==> config.mk <==
export PLATFORM = sky130hd
export DESIGN_NAME = hs_dma_channel
export DESIGN_NICKNAME = d
export VERILOG_FILES = /design/src/rtl/hsdma_pkg.sv /design/src/rtl/hsdma_addr_step.sv /design/src/rtl/hsdma_pacer.sv /design/src/rtl/hsdma_engine.sv /design/src/rtl/hs_dma_channel.sv
export SDC_FILE = /design/constraint.sdc
export NUM_CORES = 1
export LEC_CHECK = 0
export ABC_AREA = 1
export BUFFER_PORTS_ARGS = -buffer_cell sky130_fd_sc_hd__buf_4
export CAP_MARGIN = 20
export CORE_UTILIZATION = 50
export CTS_BUF_LIST = sky130_fd_sc_hd__clkbuf_2
export CTS_CLUSTER_DIAMETER = 30
export DETAILED_ROUTE_END_ITERATION = 6
export MAX_ROUTING_LAYER = met4
export PLACE_DENSITY = 0.69
export SYNTH_ARGS = -nofsm -noshare
export SYNTH_HDL_FRONTEND = slang
export SYNTH_SLANG_ARGS = --single-unit
==> constraint.sdc <==
create_clock -name clk_i -period 7.7 [get_ports clk_i]
set_input_delay 0.77 -clock clk_i [delete_from_list [all_inputs] [get_ports clk_i]]
set_output_delay 0.77 -clock clk_i [all_outputs]
set_load 0.005 [all_outputs]
==> src/rtl/hsdma_pkg.sv <==
package hsdma_pkg;
   // control word bit positions (software-visible layout)
   localparam int CTL_EN       = 0;
   localparam int CTL_FIN      = 1;
   localparam int CTL_FIE      = 2;
   localparam int CTL_BURST    = 3;
   localparam int CTL_ERR      = 4;
   localparam int CTL_EIE      = 5;
   localparam int CTL_SMAIN    = 6;
   localparam int CTL_DMAIN    = 7;
   localparam int CTL_SSTEP_LO = 8;
   localparam int CTL_DSTEP_LO = 12;
   localparam int CTL_DLINE_LO = 16;
   localparam int CTL_SIZE_LO  = 20;
   localparam int CTL_SLINE_LO = 24;
   localparam int LINE_W       = 4;
   localparam int STEP_W       = 3;

   typedef enum logic [2:0] {ST_IDLE, ST_WAIT, ST_RD, ST_WR, ST_END} eng_state_t;
   typedef enum logic [1:0] {SEL_SRC = 2'd0, SEL_DST = 2'd1, SEL_CNT = 2'd2, SEL_CTL = 2'd3} reg_sel_t;

   function automatic logic [2:0] step_bytes(input logic [STEP_W-1:0] code);
      case (code[1:0])
         2'd1:    return 3'd1;
         2'd2:    return 3'd2;
         2'd3:    return 3'd4;
         default: return 3'd0;
      endcase
   endfunction

   function automatic logic step_reserved(input logic [STEP_W-1:0] code);
      return code == 3'b100;
   endfunction
endpackage

==> src/rtl/hsdma_addr_step.sv <==
module hsdma_addr_step
   import hsdma_pkg::*;
#(
   parameter int AW = 32
) (
   input  logic              clk_i,
   input  logic              rst_ni,
   input  logic              ld_i,
   input  logic [AW-1:0]     ld_val_i,
   input  logic              adv_i,
   input  logic [STEP_W-1:0] code_i,
   output logic [AW-1:0]     addr_o
);
   logic [AW-1:0] addr_q;
   logic [AW-1:0] mag;

   always_comb mag = AW'(step_bytes(code_i));

   always_ff @(posedge clk_i) begin
      if (!rst_ni)     addr_q <= '0;
      else if (ld_i)   addr_q <= ld_val_i;
      else if (adv_i)  addr_q <= code_i[STEP_W-1] ? addr_q - mag : addr_q + mag;
   end

   assign addr_o = addr_q;

   // a side with step 000 never moves
   assert_fixed_addr_R4: assert property (@(posedge clk_i) disable iff (!rst_ni)
      (!ld_i && code_i == 3'b000) |=> $stable(addr_q));
endmodule

==> src/rtl/hsdma_pacer.sv <==
module hsdma_pacer
   import hsdma_pkg::*;
#(
   parameter int NUM_LINES = 15
) (
   input  logic                 clk_i,
   input  logic                 rst_ni,
   input  logic [LINE_W-1:0]    src_line_i,
   input  logic [LINE_W-1:0]    dst_line_i,
   input  logic [NUM_LINES-1:0] req_i,
   input  logic                 grant_pulse_i,
   output logic                 ready_o,
   output logic [NUM_LINES-1:0] grant_o
);
   logic [NUM_LINES-1:0] src_hit, dst_hit;

   for (genvar g = 0; g < NUM_LINES; g++) begin : g_line
      assign src_hit[g] = (src_line_i == LINE_W'(g + 1));
      assign dst_hit[g] = (dst_line_i == LINE_W'(g + 1));
      assign grant_o[g] = grant_pulse_i & (src_hit[g] | dst_hit[g]);
   end

   assign ready_o = ((src_line_i == '0) | (|(req_i & src_hit)))
                  & ((dst_line_i == '0) | (|(req_i & dst_hit)));

   // grants are single-clock pulses
   assert_grant_pulse_R8: assert property (@(posedge clk_i) disable iff (!rst_ni)
      (grant_o != '0) |=> (grant_o == '0));
endmodule

==> src/rtl/hsdma_engine.sv <==
module hsdma_engine
   import hsdma_pkg::*;
#(
   parameter int CW          = 24,
   parameter int BURST_BEATS = 4
) (
   input  logic          clk_i,
   input  logic          rst_ni,
   input  logic          start_i,
   input  logic          cfg_bad_i,
   input  logic          abort_i,
   input  logic          burst_i,
   input  logic          ready_i,
   input  logic          cnt_wr_i,
   input  logic [CW-1:0] cnt_wdata_i,
   output logic          busy_o,
   output logic          rd_o,
   output logic          wr_o,
   output logic          grant_pulse_o,
   output logic          done_o,
   output logic          err_o,
   output logic [CW-1:0] cnt_o
);
   localparam int BW = (BURST_BEATS > 1) ? $clog2(BURST_BEATS) : 1;

   eng_state_t    st_q, st_d;
   logic [BW-1:0] beat_q, beat_d;
   logic [CW-1:0] cnt_q, cnt_d;
   logic          last_beat;

   assign last_beat = burst_i ? (beat_q == BW'(BURST_BEATS - 1)) : 1'b1;

   always_comb begin
      st_d   = st_q;
      beat_d = beat_q;
      cnt_d  = cnt_q;
      done_o = 1'b0;
      err_o  = 1'b0;
      unique case (st_q)
         ST_IDLE: begin
            if (cnt_wr_i) cnt_d = cnt_wdata_i;
            if (start_i) begin
               if (cfg_bad_i)          err_o  = 1'b1;
               else if (cnt_q == '0)   done_o = 1'b1;
               else begin
                  st_d   = ST_WAIT;
                  beat_d = '0;
               end
            end
         end
         ST_WAIT: if (ready_i) st_d = ST_RD;
         ST_RD:   st_d = ST_WR;
         ST_WR: begin
            if (last_beat) st_d = ST_END;
            else begin
               beat_d = beat_q + BW'(1);
               st_d   = ST_RD;
            end
         end
         ST_END: begin
            cnt_d  = cnt_q - CW'(1);
            beat_d = '0;
            if (cnt_q == CW'(1)) begin
               st_d   = ST_IDLE;
               done_o = 1'b1;
            end else begin
               st_d = ST_WAIT;
            end
         end
         default: st_d = ST_IDLE;
      endcase
      if (abort_i && st_q != ST_IDLE) begin
         st_d   = ST_IDLE;
         beat_d = '0;
         cnt_d  = cnt_q;
         done_o = 1'b0;
      end
   end

   always_ff @(posedge clk_i) begin
      if (!rst_ni) begin
         st_q   <= ST_IDLE;
         beat_q <= '0;
         cnt_q  <= '0;
      end else begin
         st_q   <= st_d;
         beat_q <= beat_d;
         cnt_q  <= cnt_d;
      end
   end

   assign busy_o        = (st_q != ST_IDLE);
   assign rd_o          = (st_q == ST_RD);
   assign wr_o          = (st_q == ST_WR);
   assign grant_pulse_o = (st_q == ST_END);
   assign cnt_o         = cnt_q;

   // a cycle leaves the wait only when the selected requests were present
   assert_wait_for_req_R8: assert property (@(posedge clk_i) disable iff (!rst_ni)
      (st_q == ST_RD && $past(st_q) == ST_WAIT) |-> $past(ready_i));
   // the live count never rises and steps down by at most one
   assert_count_down_R6: assert property (@(posedge clk_i) disable iff (!rst_ni)
      busy_o |=> (cnt_q == $past(cnt_q) || cnt_q == $past(cnt_q) - CW'(1)));
   // stopping means the count ran out or software stopped the channel
   assert_stop_cause_R7: assert property (@(posedge clk_i) disable iff (!rst_ni)
      $fell(busy_o) |-> (cnt_q == '0 || $past(abort_i)));
endmodule

==> src/rtl/hs_dma_channel.sv <==
module hs_dma_channel
   import hsdma_pkg::*;
#(
   parameter int AW          = 32,
   parameter int CW          = 24,
   parameter int NUM_LINES   = 15,
   parameter int BURST_BEATS = 4
) (
   input  logic                 clk_i,
   input  logic                 rst_ni,
   input  logic                 reg_wr_i,
   input  logic [3:0]           reg_addr_i,
   input  logic [31:0]          reg_wdata_i,
   output logic [31:0]          reg_rdata_o,
   output logic                 mem_rd_o,
   output logic                 mem_wr_o,
   output logic                 mem_main_o,
   output logic [1:0]           mem_size_o,
   output logic [AW-1:0]        mem_addr_o,
   output logic [31:0]          mem_wdata_o,
   input  logic [31:0]          mem_rdata_i,
   input  logic [NUM_LINES-1:0] req_i,
   output logic [NUM_LINES-1:0] grant_o,
   output logic                 irq_done_o,
   output logic                 irq_err_o
);
   localparam int RW = 32;

   initial begin
      assert (AW >= 8 && AW <= RW) else $error("AW out of range");
      assert (CW >= 1 && CW <= RW) else $error("CW out of range");
      assert (NUM_LINES >= 1 && NUM_LINES < (1 << LINE_W)) else $error("NUM_LINES out of range");
      assert (BURST_BEATS >= 2) else $error("BURST_BEATS too small");
   end

   logic          busy, eng_rd, eng_wr, grant_pulse, done_evt, err_evt, ready;
   logic [CW-1:0] cnt;
   logic [AW-1:0] src_addr, dst_addr;
   logic [RW-1:0] ctl_q, ctl_view, data_q;
   logic          fin_q, err_q;

   reg_sel_t sel;
   logic     hit, wr_src, wr_dst, wr_cnt, wr_ctl, start, abort, cfg_bad;

   assign sel     = reg_sel_t'(reg_addr_i[3:2]);
   assign hit     = reg_wr_i && (reg_addr_i[1:0] == 2'b00);
   assign wr_src  = hit && sel == SEL_SRC && !busy;
   assign wr_dst  = hit && sel == SEL_DST && !busy;
   assign wr_cnt  = hit && sel == SEL_CNT && !busy;
   assign wr_ctl  = hit && sel == SEL_CTL;
   assign start   = wr_ctl && !busy && reg_wdata_i[CTL_EN];
   assign abort   = wr_ctl && busy && !reg_wdata_i[CTL_EN];
   assign cfg_bad = step_reserved(reg_wdata_i[CTL_SSTEP_LO +: STEP_W])
                  | step_reserved(reg_wdata_i[CTL_DSTEP_LO +: STEP_W])
                  | (reg_wdata_i[CTL_SIZE_LO +: 2] == 2'b11);

   // control fields and status
   always_ff @(posedge clk_i) begin
      if (!rst_ni) begin
         ctl_q <= '0;
         fin_q <= 1'b0;
         err_q <= 1'b0;
      end else begin
         if (wr_ctl && !busy) ctl_q <= reg_wdata_i;
         fin_q <= done_evt | (fin_q & ~(wr_ctl & ~reg_wdata_i[CTL_FIN]));
         err_q <= err_evt  | (err_q & ~(wr_ctl & ~reg_wdata_i[CTL_ERR]));
      end
   end

   always_comb begin
      ctl_view          = ctl_q;
      ctl_view[CTL_EN]  = busy;
      ctl_view[CTL_FIN] = fin_q;
      ctl_view[CTL_ERR] = err_q;
   end

   always_comb begin
      unique case (sel)
         SEL_SRC: reg_rdata_o = RW'(src_addr);
         SEL_DST: reg_rdata_o = RW'(dst_addr);
         SEL_CNT: reg_rdata_o = RW'(cnt);
         default: reg_rdata_o = ctl_view;
      endcase
   end

   hsdma_addr_step #(.AW(AW)) i_src_step (
      .clk_i    (clk_i),
      .rst_ni   (rst_ni),
      .ld_i     (wr_src),
      .ld_val_i (reg_wdata_i[AW-1:0]),
      .adv_i    (eng_rd),
      .code_i   (ctl_q[CTL_SSTEP_LO +: STEP_W]),
      .addr_o   (src_addr)
   );

   hsdma_addr_step #(.AW(AW)) i_dst_step (
      .clk_i    (clk_i),
      .rst_ni   (rst_ni),
      .ld_i     (wr_dst),
      .ld_val_i (reg_wdata_i[AW-1:0]),
      .adv_i    (eng_wr),
      .code_i   (ctl_q[CTL_DSTEP_LO +: STEP_W]),
      .addr_o   (dst_addr)
   );

   hsdma_pacer #(.NUM_LINES(NUM_LINES)) i_pacer (
      .clk_i         (clk_i),
      .rst_ni        (rst_ni),
      .src_line_i    (ctl_q[CTL_SLINE_LO +: LINE_W]),
      .dst_line_i    (ctl_q[CTL_DLINE_LO +: LINE_W]),
      .req_i         (req_i),
      .grant_pulse_i (grant_pulse),
      .ready_o       (ready),
      .grant_o       (grant_o)
   );

   hsdma_engine #(.CW(CW), .BURST_BEATS(BURST_BEATS)) i_engine (
      .clk_i         (clk_i),
      .rst_ni        (rst_ni),
      .start_i       (start),
      .cfg_bad_i     (cfg_bad),
      .abort_i       (abort),
      .burst_i       (ctl_q[CTL_BURST]),
      .ready_i       (ready),
      .cnt_wr_i      (wr_cnt),
      .cnt_wdata_i   (reg_wdata_i[CW-1:0]),
      .busy_o        (busy),
      .rd_o          (eng_rd),
      .wr_o          (eng_wr),
      .grant_pulse_o (grant_pulse),
      .done_o        (done_evt),
      .err_o         (err_evt),
      .cnt_o         (cnt)
   );

   // beat data path
   always_ff @(posedge clk_i) begin
      if (!rst_ni)     data_q <= '0;
      else if (eng_rd) data_q <= mem_rdata_i;
   end

   assign mem_rd_o    = eng_rd;
   assign mem_wr_o    = eng_wr;
   assign mem_addr_o  = eng_rd ? src_addr : dst_addr;
   assign mem_main_o  = eng_rd ? ctl_q[CTL_SMAIN] : ctl_q[CTL_DMAIN];
   assign mem_size_o  = ctl_q[CTL_SIZE_LO +: 2];
   assign mem_wdata_o = data_q;
   assign irq_done_o  = fin_q & ctl_q[CTL_FIE];
   assign irq_err_o   = err_q & ctl_q[CTL_EIE];
endmodule

## Word-level counts from Yosys, hierarchy flattened

Cells that the tools add are included.

- Word-level logic and storage cells: 187
- Input port bits: 86
- Bits in registers: 159
- Output and inout bits: 118

- Reductions and logical operators: 32
- Equality and inequality tests: 54
- Bitwise operators: 51
- $add $sub $neg: 6
- Multiplexer cells: 35

Operators with widths:

| operator | number |
|---|---|
| $mux W32 | 7 |
| $pmux W32 S3 | 1 |
| $add A32 B3 Y32 | 2 |
| $eq A4 B4 Y1 const B | 16 |
| $sub A32 B3 Y32 | 2 |
| $pmux W24 S2 | 1 |
| $eq A4 B3 Y1 const B | 8 |
| $and A15 B15 Y15 | 2 |
| $reduce_or A15 Y1 | 2 |
| $eq A24 B1 Y1 const B | 1 |
| $logic_not A24 Y1 | 1 |
| $mux W24 | 1 |
| $sub A24 B1 Y24 const B | 1 |
| $and A1 B1 Y1 | 22 |
| $or A1 B1 Y1 | 21 |
| $pmux W3 S3 | 2 |
| $eq A2 B2 Y1 const B | 8 |
| $eq A4 B2 Y1 const B | 4 |
| $mux W3 | 5 |
| $pmux W3 S5 | 1 |
| $logic_and A1 B1 Y1 | 13 |
| $mux W1 | 11 |
| $eq A3 B3 Y1 const B | 3 |
| $eq A4 B1 Y1 const B | 2 |
| other kinds (20) | 41 |

## Depth between registers and ports, before layout

Gate-level depths: netlist of run 1.

- Depth after elaboration: 9
- Gate-level depth with buffers: 18
- Depth with buffers taken out: 18

## Cells and area by module

From an unflattened synthesis of run 1, not the netlist that was laid out.

- Cell total of the unflattened synthesis: 2396
- Area, all modules: 14072.2 µm²

By module, submodules not included:

| module | times used | area an instance (µm²) | seq. area each (µm²) | cells an instance |
|---|---|---|---|---|
| hsdma_addr_step (i_src_step) | 1 | 3838.7 | 640.6 | 659 |
| hsdma_addr_step (i_dst_step) | 1 | 3807.4 | 640.6 | 659 |
| hs_dma_channel | 1 | 3646.0 | 1261.2 | 581 |
| hsdma_engine | 1 | 2148.3 | 580.6 | 358 |
| hsdma_pacer | 1 | 631.9 | 0.0 | 139 |

## Least setup slack after synthesis of run 1

Ideal clock, no wire load.

- Path kind: flip-flop to flip-flop
- Start point: register ctl_q[8]
- End point: register i_src_step.addr_q[13], in the netlist i_src_step.addr_o[13]
- Arrival: 2.511 ns
- Cell stages (with the launch flop): 15
- Data required time: 7.572 ns
- Setup time: 0.128 ns
- Path buffers: 0
- Setup slack: 5.061 ns
- Cells stage by stage: dfxtp_1 inv_1 ha_1 nor2_1 inv_1 ha_1 nand2_1 inv_1 nand2_1 inv_1 a21oi_1 nand2_1 or2_2 a31oi_1 nor2_1

- Word-level cells in the longest chain between the ends: 6

RTL lines:

| what | line | text |
|---|---|---|
| from (decl) | hs_dma_channel.sv:39 | `logic [RW-1:0] ctl_q, ctl_view, data_q;` |
| from (signal assigned) | hs_dma_channel.sv:64 | `if (wr_ctl && !busy) ctl_q <= reg_wdata_i;` |
| $eq A2 B2 Y1 or $eq A2 B1 Y1 (tied branches) | hsdma_pkg.sv:23 | `case (code[1:0])` |
| $pmux W3 S3 (*) | hsdma_pkg.sv:23 |  |
| $add A32 B3 Y32 or $sub A32 B3 Y32 (tied branches) | hsdma_addr_step.sv:22 | `else if (adv_i) addr_q <= code_i[STEP_W-1] ? addr_q - mag : addr_q + mag;` |
| $mux W32 (*) (2 in a row) | hsdma_addr_step.sv:22 |  |
| $mux W32 (*) | hsdma_addr_step.sv:21 | `else if (ld_i) addr_q <= ld_val_i;` |
| to (signal assigned) | hsdma_addr_step.sv:21 |  |
| to (signal assigned) | hsdma_addr_step.sv:22 |  |
| to (decl) | hsdma_addr_step.sv:14 | `logic [AW-1:0] addr_q;` |

Mark *: on every way between the ends. The rest lies on a longest branch, timed or not. The select of a mux whose other input is x is not followed.
A chain may end at the register's enable or synchronous reset.

## Final worst setup path of run 1

- Start point: register i_engine.st_q[2]
- End point: output port mem_addr_o[9]

- Word-level cells in the longest chain between the ends: 2

RTL lines:

| what | line | text |
|---|---|---|
| from (decl) | hsdma_engine.sv:26 | `eng_state_t st_q, st_d;` |
| from (signal assigned) | hsdma_engine.sv:86 | `st_q <= st_d;` |
| $eq A3 B2 Y1 | hsdma_engine.sv:93 | `assign rd_o = (st_q == ST_RD);` |
| $mux W32 | hs_dma_channel.sv:144 | `assign mem_addr_o = eng_rd ? src_addr : dst_addr;` |
| to (decl) | hs_dma_channel.sv:19 | `output logic [AW-1:0] mem_addr_o,` |

No other way between the ends.

==> impl_metrics.json, run 1 <==
{
  "status": "finished with violations",
  "violations": "DRC",
  "intPower_mw": 1.183,
  "fin_crit_sh_pct": 53.35,
  "cts_tree": "built",
  "layout_common_cells": "nand2_1, inv_1, nor2_1",
  "p_sw_share_pct": 42.99,
  "drc": 43,
  "drt-total-wl_um": 54740,
  "num_vias": 16058,
  "avgRoutedWirePerCell_um": 19.31,
  "hold_viol_final": 0,
  "leakagePower_nw": 7.638,
  "finalMaxSlewViolations": 0,
  "grt_usage_pct": 40.36,
  "p_per_area_nw_per_um2": 134.6,
  "gp_congestion": 1.070,
  "avgViaCountPerCell": 5.666,
  "fmax_ghz": 0.2434,
  "ys_seq_elements": 156,
  "fin_area_um2": 15420,
  "die_height_um": 165.5,
  "cts_hold_buf": 0,
  "vdd_drop_max_mv": 0.08122,
  "clk_root_buffer_cell": "clkbuf_2",
  "hold_class": "in -> reg",
  "final_nets": 2654,
  "arrival_ns": 3.34,
  "cp_common_cell": "buf_4",
  "async_flop_share_pct": 0,
  "p_switching_mw": 0.8925,
  "rows": 59,
  "path_cells": "nor2_1 > nand2_2 > inv_2 > buf_4 > o21ai_0 > buf_4",
  "max-cap-violations": 0,
  "cts_resized": 0,
  "yosysUniqueCellTypes": 48,
  "grt_pass1_wl_um": 81610,
  "relSlewSlack_pct": 30.98,
  "area_delta_synth_final_pct": 15.31,
  "drt_iter0_drc": 1882,
  "required_ns": 6.93,
  "drive_gt1_share_pct": 11.24,
  "clkPwrFrac_pct": 27.6,
  "layout_setup_ws_ns": 3.592,
  "wl_met3_um": 5441,
  "seq_area_frac_synth_pct": 23.35,
  "slowest_stage": "o21ai_0",
  "power_frac_seq_pct": 40.2,
  "mappedNetlistArea_um2": 13370,
  "syn_inst": 2323,
  "clk_pin_slew_worst_paths_ns": 0.33,
  "combinationalPowerShare_pct": 32.2,
  "met2_length_um": 24580,
  "synthFlopType": "dfxtp_1",
  "m1WireLength_um": 22160,
  "muxShareOfSynthArea_pct": 0.1497,
  "grt_max_degree": 83,
  "yosys.area_share.adder_pct": 7.784,
  "crit_type": "reg -> out",
  "finalSetupTns_ns": 0,
  "layout_min_cycle_time_ns": 4.108,
  "synth_xor_area_share_pct": 1.375,
  "setup_viol": 0,
  "rsz0062_at_grt": "no",
  "dieArea_um2": 27400,
  "path_max_fanout": 42,
  "antenna_found_initial": 0,
  "pre_cts_slack_ns": 4.082,
  "tightest_slew_ns": 1.035,
  "cts.sinks": 156,
  "die_w_um": 165.5,
  "core_area_um2": 26130,
  "postCtsSetupRepairBufs": 0,
  "synth_edf_count": 0,
  "first_global_vias": 14604,
  "fin_skew_ns": 0.05484,
  "dr.pass1.iters": 7,
  "io_buffers": 203,
  "worst_setup_path_start_kind": "register",
  "dp_hpwl_um": 42740,
  "cpPeakStageDelay_ns": 0.73,
  "synth_top_family_by_area": "simple AND/OR/NAND/NOR gates",
  "top_layer_used": "met4",
  "n_antenna_cell": 0,
  "grt_remaining_overflow": 0,
  "io_pins": 204,
  "final_common_cell": "nand2_1",
  "worstSkewPairLatency_ns": 0.83,
  "cts_buffers": 17,
  "yosysWarnings": 0,
  "cp-end-kind": "output pin",
  "yosys.area_share.simple_pct": 34.43,
  "synth_area_per_cell_um2": 5.757,
  "synth_nets": 2491,
  "drtAntennaViolNets": 0,
  "holdWs_ns": 0.1705,
  "start_util_pct": 51.17,
  "cts.htree.levels": 4,
  "dpl_cell_area_um2": 15070,
  "cts_buffer_depth": 2,
  "synth_compound_area_share_pct": 18.73
}
synthesized netlist by cell type (2+ instances only):
master     count  area, um2
a221oi_1       4      35.03
a211oi_1       2      15.01
nor2_4         4      45.04
o211ai_1       4      30.03
dfxtp_1      156       3123
nand2_4        3      33.78
nor3_1        15      75.07
a21o_1         2      15.01
xor2_1        15      131.4
nand4_1       15      93.84
a21oi_1      180      900.9
nand3_4        2      35.03
o21ai_0      136      680.7
clkinv_1       3      11.26
nand3b_1      11      82.58
a31oi_1       19      118.9
buf_4          6      45.04
o2111ai_1     11      96.34
nand2_2        2      12.51
nor3_2         2      20.02
o22ai_1       56      350.3
nor2_1       230      863.3
or2_2          3      18.77
o221ai_1      12      105.1
o21ai_1       14      70.07
o21bai_1       4      30.03
fa_1           2      40.04
mux2i_1        2      20.02
buf_2         15      75.07
clkbuf_1      46      172.7
inv_2         12      45.04
nand3_1      118      590.6
inv_1        409       1535
and2_1         4      25.02
nand2_1      706       2650
xnor2_1        6      52.55
ha_1          80       1001
o31ai_1        2      15.01
kinds of logic (layout without fill, tap and decap cells):
kind of cell             count (synthesis)  in the layout
multiplexers                             2              2
adder cells (fa/ha/maj)                 82             82
AO/OA/AOI/OAI                          450            450
XOR/XNOR                                21             21
AND/OR/NAND/NOR                       1120           1120
buffers and inverters                  492            668
flip-flops                             156            156
power by group through the flow:
stage / registers [mW] / clock network (mW) / logic (mW)
floorplan: 0.842 / 0 / 0.438
global placement: 0.847 / 0 / 0.643
detailed placement: 0.847 / 0 / 0.649
CTS: 0.834 / 0.570 / 0.652
global route: 0.837 / 0.599 / 0.740
finish: 0.835 / 0.572 / 0.669
layer usage:
metal	global-route usage, %	vias up
li1	-	7731
met1	50.34	7334
met2	63.37	838
met3	7.617	155
met4	17.44	0
met5	-	-
critical path: cells and delay by family, from the launching register on:
family	cells	cell delay (ns)
flip-flops	1	0.68
AND/OR/NAND/NOR	2	0.26
AO/OA/AOI/OAI	1	0.73
buffers and inverters	3	0.88
flip-flops by register name (all words and copies together), names as in the netlist:
name               flops
i_dst_step.addr_o     32
i_src_step.addr_o     32
mem_wdata_o           32
ctl_q                 29
i_engine.cnt_o        24
i_engine.st_q          3
i_engine.beat_q        2
err_q                  1
fin_q                  1
final timing paths:
kind	start	to	slack [ns]	depth (start not counted)
max	i_engine.st_q[2]	mem_addr_o[9]	3.59	6
min	mem_rdata_i[16]	mem_wdata_o[16]	0.17	3
min reg2reg	i_engine.beat_q[1]	i_engine.beat_q[1]	0.49	2
max reg2reg	ctl_q[12]	i_dst_step.addr_o[14]	4.11	15
final cells by class:
type,count,area (um2)
well taps,335,419.2
inverters,424,1592
clock inverters,15,212.7
multi-input cells,1675,8357
clock buffers,17,85.08
fillers,2746,10710
repair buffers,212,1632
flip-flops and latches,156,3123
per-stage QoR:
stage | total power, mW | std cells | utilization (%)
floorplan | 1.280 | 2323 | -
CTS | 2.056 | 2832 | 58.80
finish | 2.076 | 2834 | 59.01
detailed placement | 1.496 | 2800 | 57.66
global placement | 1.491 | 2800 | 57.66
global route | 2.175 | 2834 | 59.01
No activity file was read; power rests on OpenSTA's default activity.
==> inputs of run 2 (changes only) <==
Clock period 7.7 ns to 4.2 ns, I/O delays scaled along.
==> run 2 against run 1 <==
Net effect: critical path depth fell by 1; register-to-register slack got worse by 3.4 ns; largest power group unchanged; clock power increased by 69%; the run still ends with DRC left.
==> impl_metrics.json, run 2 (synthesis gave the netlist of run 1 again) <==
{
  "status": "finished with violations",
  "violations": "DRC",
  "avgRoutedWirePerCell_um": 19.15,
  "gp_congestion": 1.008,
  "cts.htree.levels": 4,
  "area_delta_synth_final_pct": 20.00,
  "setup_viol": 0,
  "antenna_found_initial": 1,
  "clk_root_buffer_cell": "clkbuf_2",
  "hold_class": "in -> reg",
  "drc": 43,
  "drt_iter0_drc": 2082,
  "dr.pass1.iters": 7,
  "m1WireLength_um": 22610,
  "final_common_cell": "nand2_1",
  "layout_min_cycle_time_ns": 3.603,
  "core_area_um2": 26130,
  "required_ns": 3.78,
  "cts_buffer_depth": 2,
  "wl_met3_um": 5481,
  "first_global_vias": 15043,
  "clk_pin_slew_worst_paths_ns": 0.34,
  "io_pins": 204,
  "num_vias": 16503,
  "avgViaCountPerCell": 5.685,
  "dp_hpwl_um": 43230,
  "leakagePower_nw": 7.895,
  "met2_length_um": 24430,
  "drive_gt1_share_pct": 11.07,
  "cp-end-kind": "output pin",
  "fin_crit_sh_pct": 85.78,
  "cts_tree": "built",
  "grt_pass1_wl_um": 83610,
  "power.total_mw": 3.766,
  "layout_common_cells": "nand2_1, inv_1, nor2_1",
  "final_nets": 2721,
  "cts.sinks": 156,
  "dpl_cell_area_um2": 15120,
  "cts_resized": 0,
  "path_max_fanout": 98,
  "fmax_ghz": 0.2776,
  "die_height_um": 165.5,
  "rows": 59,
  "dieArea_um2": 27400,
  "grt_usage_pct": 41.13,
  "finalMaxSlewViolations": 0,
  "grt_remaining_overflow": 0,
  "hold_viol_final": 0,
  "finalSetupTns_ns": 0,
  "io_buffers": 203,
  "cts_buffers": 17,
  "tightest_slew_ns": 0.9886,
  "drtAntennaViolNets": 0,
  "start_util_pct": 51.17,
  "drt-total-wl_um": 55580,
  "relSlewSlack_pct": 34.09,
  "die_w_um": 165.5,
  "p_per_area_nw_per_um2": 234.7,
  "worstSkewPairLatency_ns": 0.85,
  "holdWs_ns": 0.08827,
  "crit_type": "reg -> out",
  "fin_skew_ns": 0.08167,
  "fin_area_um2": 16050,
  "grt_max_degree": 99,
  "rsz0062_at_grt": "no",
  "worst_setup_path_start_kind": "register",
  "max-cap-violations": 0,
  "arrival_ns": 3.18,
  "vdd_drop_max_mv": 0.1649,
  "top_layer_used": "met4"
}
[run 2: changes by cell type in the layout (fill, tap and decap cells not counted), sizes merged]
cell         change
buf              +3
diode            +2
clkinv           +1
clkinvlp         +1
dlygate4sd3     +64
bufinv           -1
inv              -1
[run 2: path summary, 6_finish.rpt]
kind	endpoint	cells after the start	from	slack, ns
min	i_dst_step.addr_o[3]	3	rst_ni	0.09
min reg2reg	i_engine.beat_q[1]	2	i_engine.beat_q[1]	0.49
max reg2reg	i_src_step.addr_o[20]	14	ctl_q[8]	0.71
max	mem_addr_o[13]	5	i_engine.st_q[2]	0.60
[run 2: through the flow]
step | util [%] | worst slack (ns) | cells
2_1_floorplan | - | 1.561 | 2323
3_3_place_gp | 57.77 | 0.8663 | 2804
3_5_place_dp | 57.88 | 0.9180 | 2805
4_1_cts | 61.35 | 0.6702 | 2900
5_1_grt | 61.41 | 0.5244 | 2903
6_report | 61.41 | 0.5974 | 2903
[run 2: area by class of cell]
| cell class | instances | area, um2 |
|---|---|---|
| Sequential cell | 156 | 3123 |
| Inverter | 424 | 1592 |
| Multi-Input combinational cell | 1675 | 8357 |
| Tap cell | 335 | 419.2 |
| Timing Repair Buffer | 279 | 2275 |
| Clock inverter | 15 | 192.7 |
| Antenna cell | 2 | 5.005 |
| Fill cell | 2618 | 10080 |
| Clock buffer | 17 | 85.08 |
[run 2: report_power, final]
| part | switching, mW | internal (mW) |
|---|---|---|
| combinational | 0.848 | 0.420 |
| sequential | 0.0255 | 1.51 |
| clock | 0.749 | 0.216 |
[run 2: critical path, cell delays in order (launching register included)]
cell and delay, ns:
dfxtp_1 0.67, nor2_1 0.12, nand2_2 0.10, buf_4 0.74, o21ai_0 0.40, buf_4 0.25
[run 2: routing by layer]
layer  track usage [%]  vias up
met2             63.07      942
met5                 -        -
met4             20.54        0
met3             6.244      189
li1                  -     7873
met1             52.44     7499
[run 2: timing repair]
action	in CTS	in global routing
buffers inserted	0	0
endpoints found under the hold margin	85	1
hold buffers	63	1
setup endpoints to repair	0	0
